**config.mk**
```make
export PLATFORM = sky130hd
export DESIGN_NAME = irq_polarity_latch
export DESIGN_NICKNAME = d
export VERILOG_FILES = /design/src/rtl/irqpol_pkg.sv /design/src/rtl/irqpol_regs.sv /design/src/rtl/irqpol_line.sv /design/src/rtl/irq_polarity_latch.sv
export SDC_FILE = /design/constraint.sdc
export NUM_CORES = 1
export LEC_CHECK = 0
export BUFFER_PORTS_ARGS = -buffer_cell sky130_fd_sc_hd__buf_2
export CORE_MARGIN = 2
export CORE_UTILIZATION = 49
export CTS_BUF_LIST = sky130_fd_sc_hd__clkbuf_4 sky130_fd_sc_hd__clkbuf_8
export CTS_CLUSTER_DIAMETER = 50
export CTS_CLUSTER_SIZE = 30
export DETAILED_ROUTE_END_ITERATION = 6
export PLACE_DENSITY = 0.71
export SLEW_MARGIN = 0
export SYNTH_ARGS = -nofsm -noshare
export SYNTH_HDL_FRONTEND = slang
export SYNTH_HIERARCHICAL = 1
export SYNTH_SLANG_ARGS = --single-unit
```
**constraint.sdc**
```tcl
create_clock -name clk -period 1.55 [get_ports clk]
set_input_delay 0.0775 -clock clk [delete_from_list [all_inputs] [get_ports clk]]
set_output_delay 0.0775 -clock clk [all_outputs]
set_load 0.02 [all_outputs]
```
**src/rtl/irqpol_pkg.sv**
```systemverilog
package irqpol_pkg;
   localparam int REG_W     = 16;
   localparam int MAX_LINES = 64;
   localparam int MAX_REGS  = MAX_LINES / REG_W;

   typedef enum logic [1:0] {
      BANK_MASK = 2'd0,
      BANK_INV  = 2'd1,
      BANK_ACK  = 2'd2,
      BANK_NONE = 2'd3
   } bank_e;

   function automatic int regs_for(input int lines);
      return (lines + REG_W - 1) / REG_W;
   endfunction
endpackage

```
**src/rtl/irqpol_regs.sv**
```systemverilog
module irqpol_regs
   import irqpol_pkg::*;
#(
   parameter int NUM_LINES = 32,
   parameter int ADDR_W    = 8
) (
   input  logic                 clk,
   input  logic                 rst_n,
   input  logic                 we,
   input  logic [ADDR_W-1:0]    addr,
   input  logic [REG_W-1:0]     wdata,
   input  logic [NUM_LINES-1:0] held,
   output logic [REG_W-1:0]     rdata,
   output logic [NUM_LINES-1:0] mask_q,
   output logic [NUM_LINES-1:0] inv_q,
   output logic [NUM_LINES-1:0] ack_clr
);
   localparam int PAD_W = MAX_REGS * REG_W;

   logic        page_ok;
   logic        sel_ok;
   bank_e       bank;
   logic [1:0]  slot;

   generate
      if (ADDR_W > 6) begin : g_page
         assign page_ok = (addr[ADDR_W-1:6] == '0);
      end else begin : g_nopage
         assign page_ok = 1'b1;
      end
   endgenerate

   assign bank   = bank_e'(addr[5:4]);
   assign slot   = addr[3:2];
   assign sel_ok = page_ok && (addr[1:0] == 2'b00);

   // bit i of a bank lives in register i/REG_W at position i%REG_W
   always_ff @(posedge clk or negedge rst_n) begin
      if (!rst_n) begin
         mask_q <= '1;
         inv_q  <= '0;
      end else if (we && sel_ok) begin
         for (int i = 0; i < NUM_LINES; i++) begin
            if (slot == 2'(i / REG_W)) begin
               if (bank == BANK_MASK) mask_q[i] <= wdata[i % REG_W];
               if (bank == BANK_INV)  inv_q[i]  <= wdata[i % REG_W];
            end
         end
      end
   end

   always_comb begin
      ack_clr = '0;
      for (int i = 0; i < NUM_LINES; i++) begin
         ack_clr[i] = we && sel_ok && (bank == BANK_ACK) &&
                      (slot == 2'(i / REG_W)) && wdata[i % REG_W];
      end
   end

   logic [PAD_W-1:0] mask_pad, inv_pad, held_pad;

   always_comb begin
      mask_pad = '0;
      inv_pad  = '0;
      held_pad = '0;
      mask_pad[NUM_LINES-1:0] = mask_q;
      inv_pad[NUM_LINES-1:0]  = inv_q;
      held_pad[NUM_LINES-1:0] = held;
   end

   always_comb begin
      rdata = '0;
      if (sel_ok) begin
         unique case (bank)
            BANK_MASK: rdata = mask_pad[slot*REG_W +: REG_W];
            BANK_INV:  rdata = inv_pad[slot*REG_W +: REG_W];
            BANK_ACK:  rdata = held_pad[slot*REG_W +: REG_W];
            default:   rdata = '0;
         endcase
      end
   end
endmodule

```
**src/rtl/irqpol_line.sv**
```systemverilog
module irqpol_line #(
   parameter bit LATCHING    = 1'b1,
   parameter int SYNC_STAGES = 2
) (
   input  logic clk,
   input  logic rst_n,
   input  logic raw,
   input  logic inv,
   input  logic mask,
   input  logic ack,
   output logic req,
   output logic held,
   output logic hit
);
   logic [SYNC_STAGES-1:0] sync_q;
   logic                   lvl;

   always_ff @(posedge clk or negedge rst_n) begin
      if (!rst_n) sync_q <= '0;
      else        sync_q <= {sync_q[SYNC_STAGES-2:0], raw};
   end

   // polarity is normalised before edge detection and output
   assign lvl = sync_q[SYNC_STAGES-1] ^ inv;

   generate
      if (LATCHING) begin : g_latch
         logic prev_q;
         logic held_q;

         always_ff @(posedge clk or negedge rst_n) begin
            if (!rst_n) begin
               prev_q <= 1'b0;
               held_q <= 1'b0;
            end else begin
               prev_q <= lvl;
               // a new edge overrides a clear in the same cycle
               held_q <= hit | (held_q & ~ack);
            end
         end

         assign hit  = lvl & ~prev_q;
         assign held = held_q;
         assign req  = held_q & ~mask;
      end else begin : g_pass
         logic unused_ack;
         assign unused_ack = ack;
         assign hit  = 1'b0;
         assign held = 1'b0;
         assign req  = lvl & ~mask;
      end
   endgenerate
endmodule

```
**src/rtl/irq_polarity_latch.sv**
```systemverilog
module irq_polarity_latch
   import irqpol_pkg::*;
#(
   parameter int NUM_LINES   = 32,
   parameter bit LATCHING    = 1'b1,
   parameter int ADDR_W      = 8,
   parameter int SYNC_STAGES = 2
) (
   input  logic                 clk,
   input  logic                 rst_n,
   input  logic [NUM_LINES-1:0] irq_in,
   input  logic                 reg_we,
   input  logic [ADDR_W-1:0]    reg_addr,
   input  logic [REG_W-1:0]     reg_wdata,
   output logic [REG_W-1:0]     reg_rdata,
   output logic [NUM_LINES-1:0] irq_out
);
   localparam int NREG = regs_for(NUM_LINES);

   initial begin : param_check
      assert (NUM_LINES >= 1 && NUM_LINES <= MAX_LINES)
         else $error("NUM_LINES must be 1..%0d", MAX_LINES);
      assert (NREG <= MAX_REGS)
         else $error("too many bank registers");
      assert (ADDR_W >= 6)
         else $error("ADDR_W must cover the bank offsets");
      assert (SYNC_STAGES >= 2)
         else $error("SYNC_STAGES must be at least 2");
   end

   logic [NUM_LINES-1:0] mask_q;
   logic [NUM_LINES-1:0] inv_q;
   logic [NUM_LINES-1:0] ack_clr;
   logic [NUM_LINES-1:0] stat_q;
   logic [NUM_LINES-1:0] edge_hit;

   irqpol_regs #(
      .NUM_LINES (NUM_LINES),
      .ADDR_W    (ADDR_W)
   ) i_regs (
      .clk     (clk),
      .rst_n   (rst_n),
      .we      (reg_we),
      .addr    (reg_addr),
      .wdata   (reg_wdata),
      .held    (stat_q),
      .rdata   (reg_rdata),
      .mask_q  (mask_q),
      .inv_q   (inv_q),
      .ack_clr (ack_clr)
   );

   generate
      for (genvar g = 0; g < NUM_LINES; g++) begin : g_line
         irqpol_line #(
            .LATCHING    (LATCHING),
            .SYNC_STAGES (SYNC_STAGES)
         ) i_line (
            .clk   (clk),
            .rst_n (rst_n),
            .raw   (irq_in[g]),
            .inv   (inv_q[g]),
            .mask  (mask_q[g]),
            .ack   (ack_clr[g]),
            .req   (irq_out[g]),
            .held  (stat_q[g]),
            .hit   (edge_hit[g])
         );
      end
   endgenerate
endmodule

```
**Word level (Yosys, flattened, before mapping)**

Cells that the tools add are included.

- Flip-flop bits (word level): 192
- Bits of input ports: 59
- Word-level logic and storage cells: 409
- Output and inout port bits: 48

- Mux-type cells: 2
- Equality and inequality tests: 3
- Reduce and logical (&&, ||, !) cells: 45
- Shift-type cells: 3
- Bitwise operators: 256

Operator list:

| cell | number |
|---|---|
| $shiftx A64 B7 Y16 | 3 |
| $and A1 B1 Y1 | 96 |
| $not A1 Y1 | 96 |
| $pmux W16 S3 | 1 |
| $logic_and A1 B1 Y1 | 37 |
| $or A1 B1 Y1 | 32 |
| $xor A1 B1 Y1 | 32 |
| $mux W16 | 1 |
| $reduce_and A3 Y1 | 4 |
| $logic_not A2 Y1 | 4 |
| $eq A2 B1 Y1 const B | 2 |
| $eq A2 B2 Y1 const B | 1 |

**Longest topological paths before layout**

Gate-level depths: netlist (run 1).

- Depth in word-level cells: 9
- Depth in mapped cells: 8
- Gate-level depth less buffers: 6

**Hierarchy**

Netlist (run 1), hierarchy kept.

By module, submodules not included:

| module | area an instance (µm²) | cells each | times used | seq. area each (µm²) |
|---|---|---|---|---|
| irqpol_line | 130.1 | 10 | 32 | 100.1 |
| irqpol_regs | 3621.0 | 321 | 1 | 1641.6 |

**Worst setup path before layout (run 1)**

OpenSTA, ideal clock, no wires.

- Kind: in2reg
- From: input port reg_addr[7]
- To: register i_regs.mask_q[22]
- Arrival time: 1.575 ns
- Setup time: 0.082 ns
- Stages: 5
- Setup slack: -0.107 ns
- Required time: 1.468 ns
- Path buffers: 2
- Cell sequence: or4_1 > buf_6 > nor3_4 > buf_8 > mux2_4

- Cells in the longest elaborated chain, start to end: 4

RTL lines:

| item | RTL line | text |
|---|---|---|
| start, declared | irq_polarity_latch.sv:13 | `input logic [ADDR_W-1:0] reg_addr,` |
| $logic_not A2 Y1 | irqpol_regs.sv:27 | `assign page_ok = (addr[ADDR_W-1:6] == '0);` |
| $logic_and A1 B1 Y1 | irqpol_regs.sv:35 | `assign sel_ok = page_ok && (addr[1:0] == 2'b00);` |
| $logic_and A1 B1 Y1 | irqpol_regs.sv:42 | `end else if (we && sel_ok) begin` |
| $reduce_and A3 Y1 (no source line) | - |  |
| end signal, assigned by index | irqpol_regs.sv:45 | `if (bank == BANK_MASK) mask_q[i] <= wdata[i % REG_W];` |
| end, declared | irqpol_regs.sv:14 | `output logic [NUM_LINES-1:0] mask_q,` |

Every way passes these cells.
A chain may end at the register's enable or synchronous reset.

**Final worst setup path (run 1)**

- From: register i_regs.mask_q[8]
- To: output port reg_rdata[8]

- Cells in the longest elaborated chain, start to end: 3

RTL lines:

| item | RTL line | text |
|---|---|---|
| $shiftx A64 B7 Y16 | irqpol_regs.sv:75 | `BANK_MASK: rdata = mask_pad[slot*REG_W +: REG_W];` |
| $pmux W16 S3 | irqpol_regs.sv:74 | `unique case (bank)` |
| $mux W16 | irqpol_regs.sv:73 | `if (sel_ok) begin` |
| end, declared | irq_polarity_latch.sv:15 | `output logic [REG_W-1:0] reg_rdata,` |

Every way passes these cells.

==> results of run 1 <==
-- sequential cells by signal, summed over array words and instances (netlist names) --
name / count
g_line.i_line/g_latch.prev_q: 32
i_regs/inv_q: 32
g_line.i_line/held: 32
i_regs/mask_q: 32
g_line.i_line/sync_q: 64
-- where the power goes --
| group | leakage (nW) | switching, mW | internal [mW] | total (mW) |
|---|---|---|---|---|
| registers | 2.17 | 0.133 | 5.28 | 5.41 |
| logic | 2.32 | 0.614 | 0.549 | 1.16 |
| clock network | 0.223 | 1.81 | 1.83 | 3.64 |
| total | 4.71 | 2.55 | 7.66 | 10.2 |
-- timing repair --
item / in CTS / in global routing
buffers inserted: 25 / 4
gates resized for setup: 46 / 28
hold endpoints to repair: 295 / 0
pin swaps: 47 / 12
hold buffers: 49 / 0
setup endpoints to repair: 16 / 16
-- per-layer routing --
layer / vias up / share of wire (%) / wire [µm]
met3: 32 / 3.7 / 696
met2: 133 / 52 / 9720
met5: - / 0 / 0
met4: 0 / 2.4 / 456
met1: 2822 / 42 / 7840
li1: 2482 / - / -
-- worst paths after layout --
check,to,slack (ns)
hold / removal,g_line[4].i_line/sync_q[0],0.13
min in group clk,g_line[22].i_line/sync_q[0],0.24
hold reg to reg,g_line[3].i_line/sync_q[1],0.35
setup / recovery,reg_rdata[8],-0.1
max in group asynchronous,i_regs/mask_q[18],0.79
setup reg to reg,g_line[24].i_line/held,0.53
-- per-stage QoR --
stage | cell area (µm²) | power [mW] | hold WS, ns | instances
after floorplan | 7680 | 5.95 | -0.218 | 609
after global placement | 8790 | 6.40 | 0.0640 | 936
after detailed placement | 8790 | 6.44 | 0.0694 | 936
after CTS | 10100 | 10.2 | 0.108 | 1042
after global routing | 10200 | 10.6 | 0.126 | 1046
final | 10200 | 10.2 | 0.133 | 1046
-- area by class of cell --
type	instances	area, µm²
repair buffers	221	1790
multi-input cells	324	2650
clock inverters	13	203
fillers	1087	5010
clock buffers	19	249
well taps	211	264
inverters	66	248
flip-flops and latches	192	4840
-- worst max-delay path: stages (launching register included) --
cell      delay (ns)
dfstp_2         0.57
nor2_2          0.04
a211oi_2        0.17
o21a_1          0.20
buf_6           0.13
==> flow_metrics.env, run 1 <==
export IMPL_drv_cap=0
export IMPL_clk_pin_slew_ns=0.09
export IMPL_fin_tns_setup_ns=-1.04
export IMPL_die_h_um=129
export IMPL_drt_total_wl_um=18700
export IMPL_area_delta_synth_final_pct=33.7
export IMPL_syn_area_um2=7660
export IMPL_dr_pass1_iters=4
export IMPL_grt_pass1_vias=5862
export IMPL_cts_sinks=192
export IMPL_clockBufferDepth=2
export IMPL_start_kind="flop"
export IMPL_cts_tree="built"
export IMPL_powerDensity_nw_per_um2=997
export IMPL_setup_slack_ns=-0.0994
export IMPL_slew_violations=0
export IMPL_cts_root_buf="clkbuf_8"
export IMPL_grt_use_met2_pct=40.0
export IMPL_clkLatencyLatePin_ns=0.47
export IMPL_worstSetupEndpointType="output port"
export IMPL_crit_required_ns=1.47
export IMPL_tightest_slew_ns=0.466
export IMPL_core_area_um2=15300
export IMPL_top_usage_layer="met2"
export IMPL_wire_per_inst_um=17.9
export IMPL_mappedNetlistNets=672
export IMPL_antenna_diode_count=0
export IMPL_relSlewSlack_pct=68.9
export IMPL_worstPathMaxFanout=3
export IMPL_chipWidth_um=129
export IMPL_worst_clock_skew_ns=0.00996
export IMPL_hpwl_um=12100
export IMPL_syn_avg_cell_area_um2=12.6
export IMPL_met1_usage_pct=27.9
export IMPL_cts_made_buffers=17
export IMPL_globalRouteOverflowTotal=0
export IMPL_io_buffers=106
export IMPL_rows=45
export IMPL_status="complete, but fails checks"
export IMPL_cp_arrival_ns=1.57
export IMPL_antenna_found_initial=0
export IMPL_via_per_inst=5.23
export IMPL_hp_class="primary input to asynchronous set/reset pin"
export IMPL_grt_setup_unrepaired="yes"
export IMPL_final_util_pct=67.2
export IMPL_syn_instance_count=609
export IMPL_fmax_mhz=606
export IMPL_drive_gt1_share_pct=41.9
export IMPL_r2r_start="i_regs/inv_q[24]"
export IMPL_startpoint="i_regs/mask_q[8]"
export IMPL_preCtsSetupSlack_ns=-0.117
export IMPL_hold_violations=0
export IMPL_die_area_um2=16700
export IMPL_final_net_count=885
export IMPL_yosys_warnings=6
export IMPL_drt_iter0_markers=371
export IMPL_num_vias=5469
export IMPL_leakage_nw=4.71
export IMPL_final_common_cell="dfrtp_1"
export IMPL_grt_pass1_wl_um=29200
export IMPL_gp_congestion=0.779
export IMPL_io_pins=107
export IMPL_grt_max_degree=51
export IMPL_ctsHtreeMaxLevel=4
export IMPL_violations="negative setup slack"
export IMPL_detail_route_antenna_nets=0
export IMPL_worstSetupPathType="flop to output port"
export IMPL_start_util_pct=50.2
export IMPL_use_met3_pct=5.78
export IMPL_route_detailed_drc=0
export IMPL_finalCritPeriodShare_pct=106
export IMPL_setup_viol=16
export IMPL_most_common_layout_cells="160 x dfrtp_1, 89 x buf_2, 66 x inv_1"
export IMPL_r2r_cells=3
export IMPL_grt_util_all_layers_pct=23.2
export IMPL_period_needed_ns=1.65
export IMPL_peakVddDrop_mv=0.642
Power figures use the tool's default switching activity.
==> run 2, diff against run 1 <==
==> constraint.sdc (replaced) <==
create_clock -name clk -period 1.55 [get_ports clk]
set_input_delay 0.155 -clock clk [delete_from_list [all_inputs] [get_ports clk]]
set_output_delay 0.155 -clock clk [all_outputs]
set_load 0.02 [all_outputs]
==> run 2 against run 1 <==
  * The flow still finishes with violations (negative setup slack)
  * Sequential power is essentially flat
  * Clock power shrank 9.1%
  * Fmax shrank 4.4%
==> flow_metrics.env, run 2 (synthesized netlist as in run 1, its figures left out) <==
export IMPL_antenna_diode_count=0
export IMPL_setup_slack_ns=-0.176
export IMPL_preCtsSetupSlack_ns=-0.244
export IMPL_gp_congestion=0.807
export IMPL_crit_chain="buf_2 > or4_4 > nor2_2 > buf_12 > o21a_1 > buf_6"
export IMPL_r2r_slack_ns=0.50
export IMPL_grt_pass1_vias=5778
export IMPL_drive_gt1_share_pct=47.0
export IMPL_largest_register_ff_count=64
export IMPL_die_h_um=129
export IMPL_via_per_inst=5.19
export IMPL_status="complete, but fails checks"
export IMPL_powerDensity_nw_per_um2=944
export IMPL_slew_violations=0
export IMPL_cts_sinks=192
export IMPL_fmax_mhz=580
export IMPL_drt_total_wl_um=19500
export IMPL_violations="negative setup slack"
export IMPL_cp_arrival_ns=1.57
export IMPL_fin_tns_setup_ns=-2.38
export IMPL_rows=45
export IMPL_die_area_um2=16700
export IMPL_multi_input_area_um2=2810
export IMPL_crit_family="simple AND/OR/NAND/NOR gates"
export IMPL_area_delta_synth_final_pct=38.2
export IMPL_hp_class="primary input to asynchronous set/reset pin"
export IMPL_largest_register="g_line.i_line/sync_q"
export IMPL_place_inst=946
export IMPL_core_area_um2=15300
export IMPL_cts_tree="built"
export IMPL_wire_per_inst_um=18.3
export IMPL_globalRouteOverflowTotal=0
export IMPL_hpwl_um=12300
export IMPL_final_seq_area_um2=4840
export IMPL_most_common_layout_cells="160 x dfrtp_1, 89 x buf_2, 67 x buf_4"
export IMPL_cts_root_buf="clkbuf_8"
export IMPL_rr_endpoint="g_line[24].i_line/held"
export IMPL_hold_violations=0
export IMPL_crit_end="reg_rdata[0]"
export IMPL_total_power_mw=10.0
export IMPL_setup_viol=17
export IMPL_start_util_pct=50.2
export IMPL_start_kind="primary input"
export IMPL_r2r_cells=3
export IMPL_clockBufferDepth=2
export IMPL_finalCritPeriodShare_pct=111
export IMPL_clk_pin_slew_ns=0.09
export IMPL_worstSetupPathType="primary input to output port"
export IMPL_antenna_found_initial=0
export IMPL_num_vias=5535
export IMPL_grt_setup_unrepaired="yes"
export IMPL_final_net_count=905
export IMPL_fin_cells=1066
export IMPL_worst_clock_skew_ns=0.0152
export IMPL_io_pins=107
export IMPL_slowest_stage="or4_4"
export IMPL_leakage_nw=4.85
export IMPL_ctsHtreeMaxLevel=4
export IMPL_fillers=1012
export IMPL_worstSetupEndpointType="output port"
export IMPL_relSlewSlack_pct=67.4
export IMPL_chipWidth_um=129
export IMPL_io_buffers=106
export IMPL_cts_made_buffers=17
export IMPL_crit_cells=6
export IMPL_period_needed_ns=1.73
export IMPL_startpoint="reg_addr[7]"
export IMPL_final_common_cell="dfrtp_1"
export IMPL_critPathBufInv=3
export IMPL_drt_iter0_markers=458
export IMPL_critPathMaxStageDelay_ns=0.61
export IMPL_worstPathMaxFanout=16
export IMPL_tightest_slew_ns=0.485
export IMPL_r2r_start="i_regs/inv_q[24]"
export IMPL_clkLatencyLatePin_ns=0.47
export IMPL_crit_required_ns=1.39
export IMPL_route_detailed_drc=0
export IMPL_drv_cap=0
export IMPL_grt_pass1_wl_um=30000
export IMPL_peakVddDrop_mv=0.579
export IMPL_grt_util_all_layers_pct=24.0
export IMPL_dr_pass1_iters=4
export IMPL_grt_max_degree=51
export IMPL_detail_route_antenna_nets=0
run 2: repair_timing:
action,in CTS,in global routing
endpoints found under the setup margin,16,16
setup buffers,28,9
resized for setup,56,42
hold buffers,49,0
pin swaps,55,19
endpoints found under the hold margin,170,0
cloned,2,0
run 2: final cells by class:
class	instances	area share, %
sequential	192	45.7
multi-input combinational	324	26.5
clock buffer	19	2.35
clock inverter	13	1.44
tap	211	2.49
timing repair buffer	241	19.2
inverter	66	2.34
run 2: per-layer routing:
metal / GRT usage, % / share of wire, %
met5: 0 / 0
met4: 9.53 / 3.0
met1: 29.2 / 41
met2: 42.3 / 53
met3: 4.71 / 3.4
run 2: metrics by stage:
| stage | utilization (%) | cell area [µm²] | hold WS (ns) |
|---|---|---|---|
| after floorplan | - | 7740 | -0.141 |
| after global placement | 58.7 | 8950 | 0.146 |
| final | 69.4 | 10600 | 0.207 |
| after global routing | 69.4 | 10600 | 0.225 |
| after CTS | 67.7 | 10300 | 0.205 |
| after detailed placement | 58.7 | 8950 | 0.160 |
run 2: worst min-delay path by stage:
stage                                 endpoint  slack, ns
6_report            g_line[0].i_line/sync_q[0]       0.21
2_1_floorplan  g_line[0].i_line/g_latch.prev_q      -0.14
5_1_grt             g_line[0].i_line/sync_q[0]       0.22
3_3_place_gp       g_line[16].i_line/sync_q[0]       0.15
3_5_place_dp        g_line[0].i_line/sync_q[0]       0.16
4_1_cts             g_line[0].i_line/sync_q[0]       0.20
run 2: report_power, final:
group / internal, mW / switching [mW]
registers: 5.28 / 0.133
logic: 0.623 / 0.651
clock network: 1.50 / 1.81
total: 7.41 / 2.59
